--- config.mk ---
export PLATFORM = sky130hd
export DESIGN_NAME = assoc2_cache
export DESIGN_NICKNAME = d
export VERILOG_FILES = /design/src/rtl/assoc2_cache_pkg.sv /design/src/rtl/assoc2_lookup.sv /design/src/rtl/assoc2_lru.sv /design/src/rtl/assoc2_counters.sv /design/src/rtl/assoc2_cache.sv
export SDC_FILE = /design/constraint.sdc
export NUM_CORES = 1
export LEC_CHECK = 0
export BUFFER_PORTS_ARGS = -buffer_cell sky130_fd_sc_hd__buf_2
export CORE_MARGIN = 2
export CORE_UTILIZATION = 53
export DETAILED_ROUTE_END_ITERATION = 16
export HOLD_SLACK_MARGIN = 0.05
export PLACE_DENSITY = 0.85
export SYNTH_ARGS = -nofsm -noshare
export SYNTH_HDL_FRONTEND = slang
export SYNTH_HIERARCHICAL = 1
export SYNTH_SLANG_ARGS = --single-unit
--- constraint.sdc ---
create_clock -name clk -period 2.5 [get_ports clk]
set_input_delay 0.625 -clock clk [delete_from_list [all_inputs] [get_ports clk]]
set_output_delay 0.625 -clock clk [all_outputs]
set_load 0.005 [all_outputs]
--- src/rtl/assoc2_cache_pkg.sv ---
package assoc2_cache_pkg;
  localparam int LINES     = 2;
  localparam int BLK_BYTES = 2;

  typedef enum logic [2:0] {
    ST_IDLE,
    ST_EVICT,
    ST_FILL,
    ST_APPLY,
    ST_WTHRU,
    ST_FLUSH
  } st_e;
endpackage

--- src/rtl/assoc2_lookup.sv ---
module assoc2_lookup #(
  parameter int TAG_W = 3,
  parameter int LINES = 2,
  parameter int WAY_W = 1
) (
  input  logic [LINES-1:0]             valid,
  input  logic [LINES-1:0][TAG_W-1:0]  tags,
  input  logic [TAG_W-1:0]             probe,
  input  logic [WAY_W-1:0]             lru_way,
  output logic                         hit,
  output logic [WAY_W-1:0]             hit_way,
  output logic [WAY_W-1:0]             victim_way
);
  logic [LINES-1:0] match;

  for (genvar g = 0; g < LINES; g++) begin : g_cmp
    assign match[g] = valid[g] && (tags[g] == probe);
  end

  assign hit = |match;

  always_comb begin
    hit_way = '0;
    for (int i = 0; i < LINES; i++) begin
      if (match[i]) hit_way = WAY_W'(i);
    end
  end

  // lowest-numbered invalid line wins, else the recency choice
  always_comb begin
    victim_way = lru_way;
    for (int i = LINES - 1; i >= 0; i--) begin
      if (!valid[i]) victim_way = WAY_W'(i);
    end
  end
endmodule

--- src/rtl/assoc2_lru.sv ---
module assoc2_lru #(
  parameter int WAY_W = 1
) (
  input  logic             clk,
  input  logic             rst_n,
  input  logic             touch,
  input  logic [WAY_W-1:0] touch_way,
  output logic [WAY_W-1:0] lru_way
);
  logic [WAY_W-1:0] lru_q, lru_d;

  // with two lines the other line becomes least recent
  always_comb begin
    lru_d = lru_q;
    if (touch) lru_d = ~touch_way;
  end

  always_ff @(posedge clk or negedge rst_n) begin
    if (!rst_n) lru_q <= '0;
    else        lru_q <= lru_d;
  end

  assign lru_way = lru_q;
endmodule

--- src/rtl/assoc2_counters.sv ---
module assoc2_counters #(
  parameter int CNT_W = 8
) (
  input  logic             clk,
  input  logic             rst_n,
  input  logic             inc_hit,
  input  logic             inc_miss,
  output logic [CNT_W-1:0] hit_count,
  output logic [CNT_W-1:0] miss_count
);
  logic [CNT_W-1:0] hit_q, miss_q;

  always_ff @(posedge clk or negedge rst_n) begin
    if (!rst_n) begin
      hit_q  <= '0;
      miss_q <= '0;
    end else begin
      if (inc_hit)  hit_q  <= hit_q + 1'b1;
      if (inc_miss) miss_q <= miss_q + 1'b1;
    end
  end

  assign hit_count  = hit_q;
  assign miss_count = miss_q;
endmodule

--- src/rtl/assoc2_cache.sv ---
module assoc2_cache #(
  parameter int ADDR_W     = 4,
  parameter int DATA_W     = 8,
  parameter int CNT_W      = 8,
  parameter bit WRITE_BACK = 1'b1
) (
  input  logic              clk,
  input  logic              rst_n,
  input  logic              req_valid,
  input  logic              req_write,
  input  logic [ADDR_W-1:0] req_addr,
  input  logic [DATA_W-1:0] req_wdata,
  output logic              req_ready,
  output logic              resp_valid,
  output logic              resp_hit,
  output logic [DATA_W-1:0] resp_rdata,
  input  logic              flush,
  output logic              mem_req,
  output logic              mem_we,
  output logic [ADDR_W-1:0] mem_addr,
  output logic [DATA_W-1:0] mem_wdata,
  input  logic              mem_ack,
  input  logic [DATA_W-1:0] mem_rdata,
  output logic [CNT_W-1:0]  hit_count,
  output logic [CNT_W-1:0]  miss_count
);
  import assoc2_cache_pkg::*;

  localparam int WAY_W = (LINES > 1) ? $clog2(LINES) : 1;
  localparam int OFF_W = (BLK_BYTES > 1) ? $clog2(BLK_BYTES) : 1;
  localparam int TAG_W = ADDR_W - OFF_W;
  localparam logic [OFF_W-1:0] LAST_BEAT = OFF_W'(BLK_BYTES - 1);
  localparam logic [WAY_W-1:0] LAST_WAY  = WAY_W'(LINES - 1);

  // line storage
  logic [LINES-1:0]                            valid_q, dirty_q;
  logic [LINES-1:0][TAG_W-1:0]                 tag_q;
  logic [LINES-1:0][BLK_BYTES-1:0][DATA_W-1:0] data_q;

  // control state
  st_e               st_q, st_d;
  logic [WAY_W-1:0]  way_q, way_d;
  logic [OFF_W-1:0]  beat_q, beat_d;
  logic              op_we_q, op_we_d, op_hit_q, op_hit_d;
  logic [ADDR_W-1:0] op_addr_q, op_addr_d;
  logic [DATA_W-1:0] op_wdata_q, op_wdata_d;
  logic              rsp_v_q, rsp_v_d, rsp_h_q, rsp_h_d;
  logic [DATA_W-1:0] rsp_d_q, rsp_d_d;

  // datapath controls
  logic              lk_hit;
  logic [WAY_W-1:0]  lk_way, lk_victim, lru_way, touch_way, wr_way;
  logic              touch, inc_hit, inc_miss, wr_en, alloc_en, dirty_set, inval_all;
  logic [OFF_W-1:0]  wr_off;
  logic [DATA_W-1:0] wr_byte;
  logic              victim_wb, flush_wb;

  assoc2_lookup #(.TAG_W(TAG_W), .LINES(LINES), .WAY_W(WAY_W)) u_lookup (
    .valid(valid_q), .tags(tag_q), .probe(req_addr[ADDR_W-1:OFF_W]),
    .lru_way(lru_way), .hit(lk_hit), .hit_way(lk_way), .victim_way(lk_victim)
  );

  assoc2_lru #(.WAY_W(WAY_W)) u_lru (
    .clk(clk), .rst_n(rst_n), .touch(touch), .touch_way(touch_way), .lru_way(lru_way)
  );

  assoc2_counters #(.CNT_W(CNT_W)) u_cnt (
    .clk(clk), .rst_n(rst_n), .inc_hit(inc_hit), .inc_miss(inc_miss),
    .hit_count(hit_count), .miss_count(miss_count)
  );

  assign req_ready = (st_q == ST_IDLE) && !flush;
  assign victim_wb = WRITE_BACK && valid_q[lk_victim] && dirty_q[lk_victim];
  assign flush_wb  = WRITE_BACK && valid_q[way_q] && dirty_q[way_q];

  always_comb begin
    st_d       = st_q;
    way_d      = way_q;
    beat_d     = beat_q;
    op_we_d    = op_we_q;
    op_hit_d   = op_hit_q;
    op_addr_d  = op_addr_q;
    op_wdata_d = op_wdata_q;
    rsp_v_d    = 1'b0;
    rsp_h_d    = rsp_h_q;
    rsp_d_d    = rsp_d_q;
    touch      = 1'b0;
    touch_way  = way_q;
    inc_hit    = 1'b0;
    inc_miss   = 1'b0;
    wr_en      = 1'b0;
    wr_way     = way_q;
    wr_off     = op_addr_q[OFF_W-1:0];
    wr_byte    = op_wdata_q;
    alloc_en   = 1'b0;
    dirty_set  = 1'b0;
    inval_all  = 1'b0;
    mem_req    = 1'b0;
    mem_we     = 1'b0;
    mem_addr   = op_addr_q;
    mem_wdata  = op_wdata_q;
    unique case (st_q)
      ST_IDLE: begin
        if (flush) begin
          st_d   = ST_FLUSH;
          way_d  = '0;
          beat_d = '0;
        end else if (req_valid) begin
          op_we_d    = req_write;
          op_addr_d  = req_addr;
          op_wdata_d = req_wdata;
          op_hit_d   = lk_hit;
          if (lk_hit) begin
            inc_hit   = 1'b1;
            touch     = 1'b1;
            touch_way = lk_way;
            way_d     = lk_way;
            if (req_write) begin
              wr_en     = 1'b1;
              wr_way    = lk_way;
              wr_off    = req_addr[OFF_W-1:0];
              wr_byte   = req_wdata;
              dirty_set = WRITE_BACK;
              if (WRITE_BACK) begin
                rsp_v_d = 1'b1;
                rsp_h_d = 1'b1;
                rsp_d_d = req_wdata;
              end else begin
                st_d = ST_WTHRU;
              end
            end else begin
              rsp_v_d = 1'b1;
              rsp_h_d = 1'b1;
              rsp_d_d = data_q[lk_way][req_addr[OFF_W-1:0]];
            end
          end else begin
            inc_miss = 1'b1;
            way_d    = lk_victim;
            beat_d   = '0;
            st_d     = victim_wb ? ST_EVICT : ST_FILL;
          end
        end
      end
      ST_EVICT: begin
        mem_req   = 1'b1;
        mem_we    = 1'b1;
        mem_addr  = {tag_q[way_q], beat_q};
        mem_wdata = data_q[way_q][beat_q];
        if (mem_ack) begin
          if (beat_q == LAST_BEAT) begin
            beat_d = '0;
            st_d   = ST_FILL;
          end else begin
            beat_d = beat_q + 1'b1;
          end
        end
      end
      ST_FILL: begin
        mem_req  = 1'b1;
        mem_addr = {op_addr_q[ADDR_W-1:OFF_W], beat_q};
        if (mem_ack) begin
          wr_en   = 1'b1;
          wr_off  = beat_q;
          wr_byte = mem_rdata;
          if (beat_q == LAST_BEAT) begin
            alloc_en = 1'b1;
            st_d     = ST_APPLY;
          end else begin
            beat_d = beat_q + 1'b1;
          end
        end
      end
      ST_APPLY: begin
        touch = 1'b1;
        if (op_we_q) begin
          wr_en     = 1'b1;
          dirty_set = WRITE_BACK;
          if (WRITE_BACK) begin
            rsp_v_d = 1'b1;
            rsp_h_d = 1'b0;
            rsp_d_d = op_wdata_q;
            st_d    = ST_IDLE;
          end else begin
            st_d = ST_WTHRU;
          end
        end else begin
          rsp_v_d = 1'b1;
          rsp_h_d = 1'b0;
          rsp_d_d = data_q[way_q][op_addr_q[OFF_W-1:0]];
          st_d    = ST_IDLE;
        end
      end
      ST_WTHRU: begin
        mem_req = 1'b1;
        mem_we  = 1'b1;
        if (mem_ack) begin
          rsp_v_d = 1'b1;
          rsp_h_d = op_hit_q;
          rsp_d_d = op_wdata_q;
          st_d    = ST_IDLE;
        end
      end
      ST_FLUSH: begin
        if (flush_wb) begin
          mem_req   = 1'b1;
          mem_we    = 1'b1;
          mem_addr  = {tag_q[way_q], beat_q};
          mem_wdata = data_q[way_q][beat_q];
        end
        if (!flush_wb || (mem_ack && beat_q == LAST_BEAT)) begin
          beat_d = '0;
          if (way_q == LAST_WAY) begin
            inval_all = 1'b1;
            st_d      = ST_IDLE;
          end else begin
            way_d = way_q + 1'b1;
          end
        end else if (mem_ack) begin
          beat_d = beat_q + 1'b1;
        end
      end
      default: st_d = ST_IDLE;
    endcase
  end

  always_ff @(posedge clk or negedge rst_n) begin
    if (!rst_n) begin
      st_q       <= ST_IDLE;
      way_q      <= '0;
      beat_q     <= '0;
      op_we_q    <= 1'b0;
      op_hit_q   <= 1'b0;
      op_addr_q  <= '0;
      op_wdata_q <= '0;
      rsp_v_q    <= 1'b0;
      rsp_h_q    <= 1'b0;
      rsp_d_q    <= '0;
    end else begin
      st_q       <= st_d;
      way_q      <= way_d;
      beat_q     <= beat_d;
      op_we_q    <= op_we_d;
      op_hit_q   <= op_hit_d;
      op_addr_q  <= op_addr_d;
      op_wdata_q <= op_wdata_d;
      rsp_v_q    <= rsp_v_d;
      rsp_h_q    <= rsp_h_d;
      rsp_d_q    <= rsp_d_d;
    end
  end

  always_ff @(posedge clk or negedge rst_n) begin
    if (!rst_n) begin
      valid_q <= '0;
      dirty_q <= '0;
    end else if (inval_all) begin
      valid_q <= '0;
      dirty_q <= '0;
    end else begin
      if (alloc_en) begin
        valid_q[way_q] <= 1'b1;
        dirty_q[way_q] <= 1'b0;
      end
      if (dirty_set) dirty_q[wr_way] <= 1'b1;
    end
  end

  // tag and data arrays carry no reset; valid_q guards them
  always_ff @(posedge clk) begin
    if (alloc_en) tag_q[way_q] <= op_addr_q[ADDR_W-1:OFF_W];
    if (wr_en)    data_q[wr_way][wr_off] <= wr_byte;
  end

  assign resp_valid = rsp_v_q;
  assign resp_hit   = rsp_h_q;
  assign resp_rdata = rsp_d_q;
endmodule

==> reports/metrics.csv <==
stage,metric,value,unit
outcome,status,finished with violations,
outcome,violated checks,negative setup slack,
power_and_ir_drop,Sw Pwr,2730,uW
clocking,"Hold-fix buffers, CTS",0,
die,Die Y,102,um
sta,min cycle time layout,2.52,ns
drt,WL per Instance,20.9,um
critical_path,"Max FO, Critical Path",10,
yosys,Synth Instances,410,
yosys,fraction of registers with async set or reset after synthesis,56.8,%
yosys,synthesized area,5050,um^2
run,max cap viols,0,
sta,worst-margin pin slew,0.611,ns
critical_path,CP startpoint kind,flop,
sta,Post-Route Skew,0.0109,ns
sta,worst hold margin,0.241,ns
finish,ANT cells,0,
sta,RSZ-0062 raised after global routing,true,
die,chip width,102,um
drt,initial drt markers,427,
finish,Finished Core Util,66.3,%
power_and_ir_drop,PnR Total Power,7270,uW
yosys,Post-synth EDFFs,38,
drt,DRC Markers,0,
yosys,Yosys cell types,65,
critical_path,WS Path Type,reg2out,
power_and_ir_drop,Clock Power Share,15.5,%
die,Initial Utilization,54.7,%
die,Cell Rows,35,
sta,"Slew Viols, Final",0,
clocking,worst skew pair latency,0.36,ns
yosys,Synth top area share,24.8,%
drt,DRT antenna net count,0,
critical_path,Crit. End Element,output port,
clocking,"Clk pin slew, worst setup/hold paths",0.09,ns
hold_path,worst min-delay path class,in2async,
sta,max_slew headroom,59.3,%
drt,drt via density,6.40,
place,GP Congestion,0.924,
finish,share of cells above drive strength 1,41.8,%
sta,Setup Viol. Count Final,4,
clocking,clk root buf,clkbuf_8,
die,die area,10300,um^2
yosys,most frequent cell after synthesis,dfrtp_1,
yosys,sequential share of the synthesized area,47.3,%
yosys,Most used DFF post-synth,dfrtp_1,
global_routing,first-pass GRT wire length,20.8,mm
yosys,top post-synthesis cells by area,"dfrtp_1 (25%), edfxtp_1 (23%), mux4_2 (11%)",
critical_path,WP data arrival,1.90,ns
clocking,H-tree Lvls,3,
global_routing,gr usage total,26.5,%
power_and_ir_drop,part of the power in combinational logic,50.4,%
sta,fmax,397,MHz
yosys,Synth top cells by count,"dfrtp_1 (50), nand2_1 (41), edfxtp_1 (38)",
global_routing,initial antenna violation count,0,
clocking,CTS tree,built,
sta,Final WS setup,-0.0210,ns
power_and_ir_drop,Max rail drop VDD,0.000504,V
drt,DRT Wirelength,13.4,mm
finish,Synth-to-Final Area Change,21.2,%
global_routing,largest net degree at the start of global routing,22,
yosys,leading area contributor after synthesis,dfrtp_1,
power_and_ir_drop,Power Internal,4540,uW
clocking,cts bufs inserted,9,
clocking,clk sinks,88,
power_and_ir_drop,LEAKAGE,0.00257,uW
place,DP Wirelength,9.30,mm
finish,# nets final,533,
die,num ports,67,
global_routing,vias in the first global route,3975,
die,core footprint,9240,um^2
power_and_ir_drop,Switching Share,37.6,%
yosys,Yosys warnings,6,
yosys,Syn Nets,438,
drt,via count,4088,
sta,final setup TNS,-0.0334,ns
place,port buffer count,66,
drt,DRT Pass-1 Iters,5,
critical_path,Worst Path Required,1.88,ns
global_routing,total grt overflow,0,
power_and_ir_drop,sequential share of power,34.1,%
sta,Fin. Hold Viols,0,
sta,part of the cycle the worst path needs,101,%
clocking,clk buf depth,2,
yosys,Avg Inst Size Synth,12.3,um^2
yosys,Synth Register Bits,88,
power_and_ir_drop,pwr/cell area,1190,nW/um^2
## worst max-delay path, cell delays in order, from the launching register on
cell and delay [ns]:
dfrtp_2 0.43, buf_12 0.16, mux4_2 0.54, mux2_4 0.29
buf_6 0.12
## area by class of cell
class	instances	area [um^2]
fillers	676	3120
multi-input cells	285	2530
flip-flops and latches	88	2400
repair buffers	110	758
well taps	129	161
clock buffers	12	155
clock inverters	4	77.6
inverters	11	42.5
## cells by family after synthesis
| group | Yosys count | share of synthesized area, % |
|---|---|---|
| buffers and inverters | 37 | 3.94 |
| AOI/OAI and AO/OA | 87 | 13.5 |
| adders and majority gates | 2 | 0.495 |
| muxes | 64 | 19.2 |
| xor gates and xnor gates | 21 | 3.64 |
| and+or+nand+nor | 111 | 11.9 |
| DFF | 88 | 47.3 |
## power by group through the flow
stage               clock, uW  combinational (uW)  sequential, uW
finish                   1130                3670            2480
detailed placement          0                3150            2470
global route             1190                3910            2520
floorplan                   0                2270            2300
global placement            0                3060            2450
CTS                      1140                3390            2460
## cells in the final DEF (no fill, tap or decap), drive strengths merged, types with 2 or more instances in the layout
cell type  netlist  routed
dfrtp           50      50
a2bb2oi          7       7
nor2b            2       2
mux2i           15      15
nand4            6       6
nor3             4       4
nand3b           3       3
o31ai            4       4
mux2            25      25
clkbuf           6      12
mux4            24      24
inv             10      10
o22ai            8       8
and4b            7       7
nor4             2       2
ha               2       2
a211oi          10      10
o31a             2       2
nor2            28      28
and3             2       2
a21o             2       2
o21ai           17      17
a22oi           10      10
xor2            12      12
xnor2            9       9
a31oi            3       3
edfxtp          38      38
bufinv           0       2
a21oi            8       8
clkinv           1       3
a32o             2       2
buf             20     109
a21boi           3       3
nand3            3       3
nand2b           5       5
a31o             2       2
nand2           43      43
## timing repair
action,CTS,global route
buffers inserted,3,8
pin swaps,1,0
gates resized for setup,11,14
endpoints found under the setup margin,18,35
gates cloned,1,0
## final timing paths
kind / cells past startpoint / slack, ns / endpoint / start
min reg2reg: 1 / 0.47 / u_cnt/hit_count[7] / u_cnt/hit_count[7]
max reg2reg: 8 / 0.12 / data_q[2] / tag_q[4]
min in group clk: 1 / 0.47 / u_cnt/hit_count[7] / u_cnt/hit_count[7]
max: 4 / -0.02 / mem_wdata[1] / way_q
min: 1 / 0.24 / op_addr_q[3] / rst_n
max in group asynchronous: 2 / 1.60 / valid_q[1] / rst_n
## state kept, by name, summed over array words and instances (netlist names)
register / flops
tag_q: 6
beat_q: 1
u_cnt/hit_count: 8
u_cnt/miss_count: 8
data_q: 32
dirty_q: 2
u_lru/lru_way: 1
op_we_q: 1
op_wdata_q: 8
resp_rdata: 8
op_hit_q: 1
st_q: 3
op_addr_q: 4
way_q: 1
valid_q: 2
resp_hit: 1
resp_valid: 1
## layer usage
metal / up-vias / routed length (um) / track usage (%)
li1: 1758 / - / -
met2: 292 / 6480 / 43.3
met4: 0 / 515 / 12.2
met1: 1984 / 5250 / 35.7
met5: - / 0 / 0
met3: 54 / 1140 / 3.17
## per-stage QoR
step	std cells	setup slack, ns	cell area [um^2]
floorplan	410	-0.0791	5070
CTS	631	-0.00631	6000
global placement	611	-0.185	5670
finish	639	-0.0210	6120
global route	639	-0.0433	6120
detailed placement	611	-0.323	5670
Note: power is estimated with default switching activity, not from simulation.
